===== src/rtl/bbu_pkg.sv =====
package bbu_pkg;

  typedef enum logic [1:0] {
    DIR_READ  = 2'b00,
    DIR_WRITE = 2'b01,
    DIR_ANY   = 2'b10,
    DIR_RSVD  = 2'b11
  } dir_sel_e;

  typedef enum logic [1:0] {
    SZ_BYTE = 2'b00,
    SZ_WORD = 2'b01,
    SZ_LONG = 2'b10,
    SZ_XL   = 2'b11
  } xfer_sz_e;

  // byte count covered by a transfer-size code
  function automatic logic [2:0] size_bytes(input logic [1:0] sz);
    case (xfer_sz_e'(sz))
      SZ_BYTE: size_bytes = 3'd1;
      SZ_WORD: size_bytes = 3'd2;
      default: size_bytes = 3'd4;
    endcase
  endfunction

endpackage


===== src/rtl/bbu_dir_filter.sv =====
module bbu_dir_filter
  import bbu_pkg::*;
(
  input  logic [1:0] sel,
  input  logic       rnw,
  output logic       pass
);

  always_comb begin
    case (dir_sel_e'(sel))
      DIR_READ:  pass = rnw;
      DIR_WRITE: pass = ~rnw;
      DIR_ANY:   pass = 1'b1;
      default:   pass = 1'b0;
    endcase
  end

endmodule


===== src/rtl/bbu_range_match.sv =====
module bbu_range_match
  import bbu_pkg::*;
#(
  parameter int AW = 32
) (
  input  logic [AW-1:0] acc_addr,
  input  logic [1:0]    acc_size,
  input  logic [AW-1:0] tgt_addr,
  input  logic [1:0]    tgt_size,
  input  logic          size_mask,
  output logic          hit
);

  localparam int EW = AW + 1;

  logic [2:0]    acc_bytes;
  logic [EW-1:0] acc_lo;
  logic [EW-1:0] acc_hi;
  logic [EW-1:0] tgt_ext;
  logic          exact_hit;
  logic          span_hit;

  always_comb begin
    acc_bytes = size_bytes(acc_size);
    acc_lo    = {1'b0, acc_addr};
    // one extra bit keeps the end of the span from wrapping to zero
    acc_hi    = acc_lo + EW'(acc_bytes);
    tgt_ext   = {1'b0, tgt_addr};
    exact_hit = (acc_addr == tgt_addr) && (acc_bytes == size_bytes(tgt_size));
    span_hit  = (acc_lo <= tgt_ext) && (tgt_ext < acc_hi);
    hit       = size_mask ? span_hit : exact_hit;
  end

endmodule


===== src/rtl/bbu_burst_track.sv =====
module bbu_burst_track #(
  parameter int BURST_BEATS = 4
) (
  input  logic clk,
  input  logic rst_n,
  input  logic strobe,
  input  logic first,
  output logic later_beat
);

  localparam int CW = (BURST_BEATS > 1) ? $clog2(BURST_BEATS) : 1;
  localparam logic [CW-1:0] RELOAD = CW'(BURST_BEATS - 1);

  logic [CW-1:0] beats_left;

  assign later_beat = (beats_left != '0) && !first;

  always_ff @(posedge clk) begin
    if (!rst_n) begin
      beats_left <= '0;
    end else if (strobe) begin
      if (first) begin
        beats_left <= RELOAD;
      end else if (beats_left != '0) begin
        beats_left <= beats_left - 1'b1;
      end
    end
  end

endmodule


===== src/rtl/bus_break_unit.sv =====
module bus_break_unit
  import bbu_pkg::*;
#(
  parameter int AW          = 32,
  parameter int BURST_BEATS = 4
) (
  input  logic          clk,
  input  logic          rst_n,
  input  logic          cfg_en,
  input  logic [1:0]    cfg_rw,
  input  logic          cfg_size_mask,
  input  logic [1:0]    cfg_size,
  input  logic [AW-1:0] cfg_addr,
  input  logic [AW-1:0] bus_addr,
  input  logic [1:0]    bus_size,
  input  logic          bus_rnw,
  input  logic          bus_as,
  input  logic          bus_burst_start,
  output logic          brk_pulse
);

  logic dir_ok;
  logic addr_ok;
  logic later_beat;
  logic hit_now;

  bbu_dir_filter u_dir (
    .sel  (cfg_rw),
    .rnw  (bus_rnw),
    .pass (dir_ok)
  );

  bbu_range_match #(.AW(AW)) u_rng (
    .acc_addr  (bus_addr),
    .acc_size  (bus_size),
    .tgt_addr  (cfg_addr),
    .tgt_size  (cfg_size),
    .size_mask (cfg_size_mask),
    .hit       (addr_ok)
  );

  bbu_burst_track #(.BURST_BEATS(BURST_BEATS)) u_bst (
    .clk        (clk),
    .rst_n      (rst_n),
    .strobe     (bus_as),
    .first      (bus_burst_start),
    .later_beat (later_beat)
  );

  assign hit_now = bus_as && cfg_en && dir_ok && addr_ok && !later_beat;

  always_ff @(posedge clk) begin
    if (!rst_n) brk_pulse <= 1'b0;
    else        brk_pulse <= hit_now;
  end

endmodule


===== config.mk =====
export PLATFORM = sky130hd
export DESIGN_NAME = bus_break_unit
export DESIGN_NICKNAME = d
export VERILOG_FILES = /design/src/rtl/bbu_pkg.sv /design/src/rtl/bbu_dir_filter.sv /design/src/rtl/bbu_range_match.sv /design/src/rtl/bbu_burst_track.sv /design/src/rtl/bus_break_unit.sv
export SDC_FILE = /design/constraint.sdc
export NUM_CORES = 1
export LEC_CHECK = 0
export BUFFER_PORTS_ARGS = -buffer_cell sky130_fd_sc_hd__clkbuf_2
export CAP_MARGIN = 5
export CORE_UTILIZATION = 45
export DETAILED_ROUTE_END_ITERATION = 10
export GPL_ROUTABILITY_DRIVEN = 1
export PLACE_DENSITY = 0.84
export SYNTH_ARGS = -nofsm -noshare
export SYNTH_HDL_FRONTEND = slang
export SYNTH_SLANG_ARGS = --single-unit

===== constraint.sdc =====
create_clock -name clk -period 10 [get_ports clk]
set_clock_uncertainty 0.15 [all_clocks]
set_input_delay 1.5 -clock clk [delete_from_list [all_inputs] [get_ports clk]]
set_output_delay 1.5 -clock clk [all_outputs]
set_load 0.02 [all_outputs]

==> results.md, run 1 <==
- Synth-to-Final Area Change: 21.9%
- Summed area of non-filler cells in the final layout: 2800 sq um
- Ports: 78
- Final sum of negative setup slack: 0 ns
- Async set or reset register ratio after synthesis: 0
- Number of failing hold endpoints at the final stage: 0
- Max clock buf depth: 2
- Post-route DRC violation count: 0
- Detailed Routing Iterations Pass 1: 4
- Place WS: 5.07 ns
- Die footprint: 5390 sq um
- Area after DPL: 2760 sq um
- Synth Net Count: 459
- Port Buffer Count: 77
- Final worst-path setup slack: 5.19 ns
- Post-synth EDFFs: 0
- Switch Pwr: 61.7 uW
- Vias: 2450
- Adder and majority cell fraction of the synthesized area: 0.374
- Synthesized instance count: 314
- Multi-input logic area: 2070 sq um
- Number of setup buffers added after CTS: 0
- Cell area after synthesis: 2300 sq um
- Horizontal die dimension: 73.5 um
- Leakage dissipation: 1.50 nW
- Die Height: 73.5 um
- Main combinational cell family by area after synthesis: adder cells
- Worst min-delay path category: flip-flop to flip-flop
- Number of antenna cells inserted: 0
- Pin slew with the least headroom to its limit: 0.610 ns
- Final Slew Violations: 0
- Starting utilization of the core area: 0.477
- Final antenna-violating net count: 0
- Number of max-cap violations: 0
- Average detailed-routed wire length per instance: 12.2 um
- Commonest non-fill, non-tap cell in the layout: sky130_fd_sc_hd__clkbuf_2
- Main synth FF type: sky130_fd_sc_hd__dfxtp_1
- Flops & latches, synth: 3
- Slew margin rel.: 0.583
- Via-to-Cell Ratio: 5.31
- Aggregate global routing overflow: 0
- Warnings from Yosys: 0
- Ratio of cells with drive above 1 in the final layout: 0.221
- Fraction of power consumed by combinational cells: 0.670
- Peak supply drop: 0.0522 mV
- Nature of the critical path endpoint: flip-flop
- Arrival time at the worst endpoint: 4.80 ns
- Share of total power in the clock network: 0.239
- Post-cts resize count: 0
- Sink count of the clock tree: 3
- GRT Overall Usage: 0.215
- FILL cells: 482
- TritonCTS buffer count: 3
- Number of antenna violations at the first check in global routing: 0
- Sort of element at the start of the critical path: input pin
- Share of total power consumed by net switching: 0.421
- Worst-Skew Late Latency: 0.21 ns
- Crit Reg-Reg Startpoint: u_bst.beats_left[0]
- Min cycle time layout: 4.81 ns
- Share of the cycle needed by the critical path after routing: 0.481
- Start point of the critical path: bus_size[1]
- Outcome: finished, final reports clean
- Reg clk slew, reported paths: 0.03 ns
- Required time of the critical path: 9.99 ns
- Final wirelength: 5.63 mm
- Layout Nets: 540
- Cell area power density: 52.4 nW/um^2
- FP Rows: 25
- Synthesized-area fraction occupied by xor and xnor cells: 0.122
- Number of levels the H-tree was split into: 1
- TritonCTS clock tree: built
- Worst-path fanout max: 6
- Pint: 84.9 uW
- Wire length of the first global-routing pass: 9.32 mm
- Total chip power: 147 uW
- Setup repair after global routing missed its margin: no
- Sequential cell area: 60.1 sq um
- Total half-perimeter wirelength after legalization and detailed placement: 5.25 mm
- Class of the most critical setup path: input pin to flip-flop
- Cell count of the worst reg-to-reg path: 7
- Capturing point of the worst reg2reg path: brk_pulse
- Largest net degree at the start of global routing: 7
- Number of unique standard cell types used by synthesis: 37
- Top achievable clock speed: 208 MHz
- Placer Congestion: 0.867
- Starting DRC count in detailed routing: 110
- Sequential cell area fraction in the yosys report: 0.0261
- Synth Area in Simple Gates: 0.245
- Number of hold buffers added after cts: 0
- Mean Syn Cell Area: 7.32 sq um
- Count of endpoints failing setup in the final report: 0
- Fraction of the mapped netlist area in compound gates: 0.162
- Setup crit end: brk_pulse
- Core Area: 4820 sq um
- Proportion of power drawn by flip-flops and latches: 0.091
- Fraction of synthesized area in multiplexers: 0
- Reg-to-reg setup timing slack: 8.27 ns
- Clk Tree Root Cell: sky130_fd_sc_hd__clkbuf_8
- Number of global-route vias before repair: 2355
- Top library cells by usage in the layout, fill and taps aside: 77 x sky130_fd_sc_hd__clkbuf_2, 67 x sky130_fd_sc_hd__ha_1, 41 x sky130_fd_sc_hd__inv_1, 31 x sky130_fd_sc_hd__nand2_1, 30 x sky130_fd_sc_hd__a21oi_1
## state kept, by name, summed over array words and instances, names as in the netlist
register	cells
brk_pulse	1
u_bst.beats_left	2
## layout make-up
class / instances / area share
Inverter: 41 / 0.0550
Clock buffer: 4 / 0.0161
Timing Repair Buffer: 77 / 0.138
Tap cell: 67 / 0.0299
Multi-Input combinational cell: 269 / 0.740
Sequential cell: 3 / 0.0214
## worst min-delay path by stage
stage,startpoint,endpoint,slack (ns),cells after the start
floorplan,u_bst.beats_left[1],u_bst.beats_left[1],0.30,2
global placement,u_bst.beats_left[1],u_bst.beats_left[1],0.32,2
detailed placement,u_bst.beats_left[1],u_bst.beats_left[1],0.33,2
CTS,u_bst.beats_left[1],u_bst.beats_left[1],0.33,2
global route,u_bst.beats_left[0],u_bst.beats_left[0],0.40,2
finish,u_bst.beats_left[1],u_bst.beats_left[1],0.33,2
## power groups by stage
| stage | combinational (mW) | sequential, mW | clock [mW] |
|---|---|---|---|
| 4_1_cts | 0.0985 | 0.0134 | 0.0365 |
| 6_report | 0.0982 | 0.0133 | 0.0351 |
| 3_3_place_gp | 0.0929 | 0.0135 | 0 |
| 3_5_place_dp | 0.0978 | 0.0135 | 0 |
| 2_1_floorplan | 0.0582 | 0.0135 | 0 |
| 5_1_grt | 0.112 | 0.0135 | 0.0380 |
## layer usage
metal	vias up	global-route usage	share of wire
met4	0	0.0321	0.0080
met1	1088	0.267	0.47
met2	64	0.387	0.47
met5	-	0	0
li1	1292	-	-
met3	6	0.0453	0.051
## kinds of logic after synthesis
logic type	after synthesis
flip-flops	3
XOR/XNOR	32
AO/OA/AOI/OAI	61
AND/OR/NAND/NOR	108
buffers and inverters	42
adder cells (fa/ha/maj)	68
## critical path, cell delays in order
cell and delay, ns:
sky130_fd_sc_hd__clkbuf_2 0.12, sky130_fd_sc_hd__nor2_1 0.10, sky130_fd_sc_hd__ha_1 0.19, sky130_fd_sc_hd__fa_1 0.23
sky130_fd_sc_hd__a21oi_1 0.08, sky130_fd_sc_hd__nor2b_1 0.43, sky130_fd_sc_hd__and3_1 0.40, sky130_fd_sc_hd__nand2_1 0.12
sky130_fd_sc_hd__xor2_1 0.15, sky130_fd_sc_hd__ha_1 0.30, sky130_fd_sc_hd__nand4_1 0.13, sky130_fd_sc_hd__a21oi_1 0.05
sky130_fd_sc_hd__a2111oi_0 0.58, sky130_fd_sc_hd__a211o_2 0.24, sky130_fd_sc_hd__a21oi_1 0.06, sky130_fd_sc_hd__o22ai_1 0.12
## metrics by stage
stage | instances | hold WS [ns] | utilization
after floorplan | 314 | 0.302 | -
after CTS | 461 | 0.335 | 0.581
final | 461 | 0.332 | 0.581
after detailed placement | 457 | 0.326 | 0.572
after global routing | 461 | 0.397 | 0.581
after global placement | 457 | 0.322 | 0.572
## cell usage after synthesis (2+ instances only)
master	n	area (sq um)
sky130_fd_sc_hd__a2111oi_0	2	17.5
sky130_fd_sc_hd__a21o_1	8	60.1
sky130_fd_sc_hd__a21oi_1	30	150
sky130_fd_sc_hd__and3_1	4	25.0
sky130_fd_sc_hd__dfxtp_1	3	60.1
sky130_fd_sc_hd__ha_1	67	838
sky130_fd_sc_hd__inv_1	41	154
sky130_fd_sc_hd__nand2_1	31	116
sky130_fd_sc_hd__nand2b_1	2	12.5
sky130_fd_sc_hd__nand3_1	16	80.1
sky130_fd_sc_hd__nand4_1	16	100
sky130_fd_sc_hd__nor2_1	20	75.1
sky130_fd_sc_hd__nor2b_1	4	25.0
sky130_fd_sc_hd__nor3_1	3	15.0
sky130_fd_sc_hd__nor4_1	4	25.0
sky130_fd_sc_hd__o2111a_1	2	22.5
sky130_fd_sc_hd__o2111ai_1	2	17.5
sky130_fd_sc_hd__o21ai_0	10	50.1
sky130_fd_sc_hd__xnor2_1	9	78.8
sky130_fd_sc_hd__xor2_1	23	201
No activity file was read; power rests on OpenSTA's default activity.
==> run 2, diff against run 1 <==
PLACE_DENSITY = 0.87   (was 0.84)
clock period = 4.2 ns   (was 10 ns; I/O delays follow)
==> run 2 against run 1 <==
Hold slack worse by 0.0012 ns. Critical path depth up 1. Combinational power is 140% higher. Count of clock-buffer cells in the layout did not move. Highest routed layer unchanged.
==> results.md, run 2 (synthesized netlist as in run 1, its figures left out) <==
- Setup repair after global routing missed its margin: no
- Synth-to-Final Area Change: 22.3%
- Count of endpoints failing setup in the final report: 0
- Largest net degree at the start of global routing: 7
- Outcome: finished, final reports clean
- Total half-perimeter wirelength after legalization and detailed placement: 5.38 mm
- Slowest stage delay, CP: 0.37 ns
- Placer Congestion: 0.925
- Max clock buf depth: 2
- Min cycle time layout: 3.66 ns
- Starting utilization of the core area: 0.477
- Capturing point of the worst reg2reg path: brk_pulse
- Average detailed-routed wire length per instance: 12.6 um
- Place WS: 0.160 ns
- Via-to-Cell Ratio: 5.36
- Sink count of the clock tree: 3
- Cell count of the worst reg-to-reg path: 7
- Number of hold buffers added after cts: 0
- Number of setup buffers added after CTS: 0
- Wire length of the first global-routing pass: 9.77 mm
- Max reg flops: 2
- Aggregate global routing overflow: 0
- Critical Path Most Common Cell: sky130_fd_sc_hd__a21oi_1
- Min-Delay Startpoint: u_bst.beats_left[1]
- Dominant delay contributor by cell family on the critical path: simple AND/OR/NAND/NOR gates
- Core Area: 4820 sq um
- Sort of element at the start of the critical path: input pin
- Required time of the critical path: 4.19 ns
- Number of antenna violations at the first check in global routing: 0
- Final antenna-violating net count: 0
- Ratio of cells with drive above 1 in the final layout: 0.225
- Port Buffer Count: 77
- Crit Reg-Reg Startpoint: u_bst.beats_left[0]
- Final sum of negative setup slack: 0 ns
- Worst-path fanout max: 6
- Layout Nets: 541
- Peak supply drop: 0.138 mV
- Worst-Skew Late Latency: 0.21 ns
- Hold Path Stages: 2
- Leakage dissipation: 1.50 nW
- FILL cells: 475
- Hold EP: u_bst.beats_left[1]
- Post-route DRC violation count: 0
- Clk Tree Root Cell: sky130_fd_sc_hd__clkbuf_8
- FP Rows: 25
- Horizontal die dimension: 73.5 um
- Ports: 78
- Final Slew Violations: 0
- Final wirelength: 5.82 mm
- Reg clk slew, reported paths: 0.03 ns
- Share of the cycle needed by the critical path after routing: 0.872
- Class of the most critical setup path: input pin to flip-flop
- Top achievable clock speed: 273 MHz
- Slowest stage cell on the critical path: sky130_fd_sc_hd__and3_1
- Slew margin rel.: 0.578
- Vias: 2478
- Biggest regs: u_bst.beats_left x2, brk_pulse x1
- Critical path cell sequence: clkbuf_2 > nor2_1 > ha_1 > fa_1 > a21oi_1 > nor2b_2 > and3_1 > nand4_4 > nor2_1 > xnor2_1 > ha_1 > a21o_1 > a21oi_1 > nor3b_1 > o2111a_1 > a21oi_1 > o22ai_1
- Number of failing hold endpoints at the final stage: 0
- Number of global-route vias before repair: 2385
- Detailed Routing Iterations Pass 1: 4
- Die footprint: 5390 sq um
- Arrival time at the worst endpoint: 3.65 ns
- Die Height: 73.5 um
- Commonest non-fill, non-tap cell in the layout: sky130_fd_sc_hd__clkbuf_2
- Top register by number of flip-flops: u_bst.beats_left
- Worst min-delay path category: flip-flop to flip-flop
- Buffering stage count on the worst path with inverters included: 1
- TritonCTS clock tree: built
- # placed instances: 458
- Number of max-cap violations: 0
- Top library cells by usage in the layout, fill and taps aside: 77 x sky130_fd_sc_hd__clkbuf_2, 67 x sky130_fd_sc_hd__ha_1, 41 x sky130_fd_sc_hd__inv_1, 31 x sky130_fd_sc_hd__nand2_1, 30 x sky130_fd_sc_hd__a21oi_1
- Starting DRC count in detailed routing: 75
- Number of levels the H-tree was split into: 1
- Post-Layout Cell Count: 462
- Nature of the critical path endpoint: flip-flop
- Reg-to-reg setup timing slack: 2.49 ns
- GRT Overall Usage: 0.226
- Number of antenna cells inserted: 0
- Final worst-path setup slack: 0.538 ns
- TritonCTS buffer count: 3
- Pin slew with the least headroom to its limit: 0.627 ns
- Cell area power density: 125 nW/um^2
## run 2: repair_timing
item / in CTS / in global routing
endpoints found under the setup margin: 0 / 1
endpoints found under the hold margin: 0 / 0
resized for setup: 0 / 1
## run 2: routing by layer
metal  wire, um  global-route usage
met5          0                   0
met4         68              0.0299
met3        263              0.0219
met2       2890               0.428
met1       2600               0.279
## run 2: tightest hold or removal path: stages, from the launching register on
cell,delay [ns]
sky130_fd_sc_hd__dfxtp_1,0.32
sky130_fd_sc_hd__a21oi_1,0.04
sky130_fd_sc_hd__nor2_1,0.08
## run 2: worst max-delay path by stage
| stage | slack [ns] | to | startpoint | depth (start not counted) |
|---|---|---|---|---|
| 6_report | 0.54 | brk_pulse | bus_size[1] | 17 |
| 3_5_place_dp | 0.16 | brk_pulse | bus_size[1] | 17 |
| 4_1_cts | 0.37 | brk_pulse | bus_size[1] | 17 |
| 2_1_floorplan | 0.76 | brk_pulse | bus_size[0] | 17 |
| 5_1_grt | 0.18 | brk_pulse | bus_size[1] | 17 |
| 3_3_place_gp | 0.37 | brk_pulse | bus_size[1] | 16 |
## run 2: where the power goes
part / internal (mW) / total, mW / switching (mW)
clock network: 0.0646 / 0.0826 / 0.0180
registers: 0.0307 / 0.0319 / 0.00115
logic: 0.107 / 0.236 / 0.129
## run 2: metrics by stage
stage               hold WS (ns)  area (sq um)  utilization  total power [mW]
finish                     0.331          2810        0.583             0.351
floorplan                  0.302          2300            -             0.171
global route               0.380          2810        0.583             0.391
global placement           0.316          2760        0.574             0.254
detailed placement         0.322          2760        0.574             0.267
CTS                        0.329          2810        0.583             0.353
## run 2: area by class of cell
cell class	instances	area [sq um]	share of cell area
clock buffers	4	45.0	0.0160
inverters	41	154	0.0548
repair buffers	78	393	0.140
multi-input cells	269	2070	0.738
well taps	67	83.8	0.0298
flip-flops and latches	3	60.1	0.0214
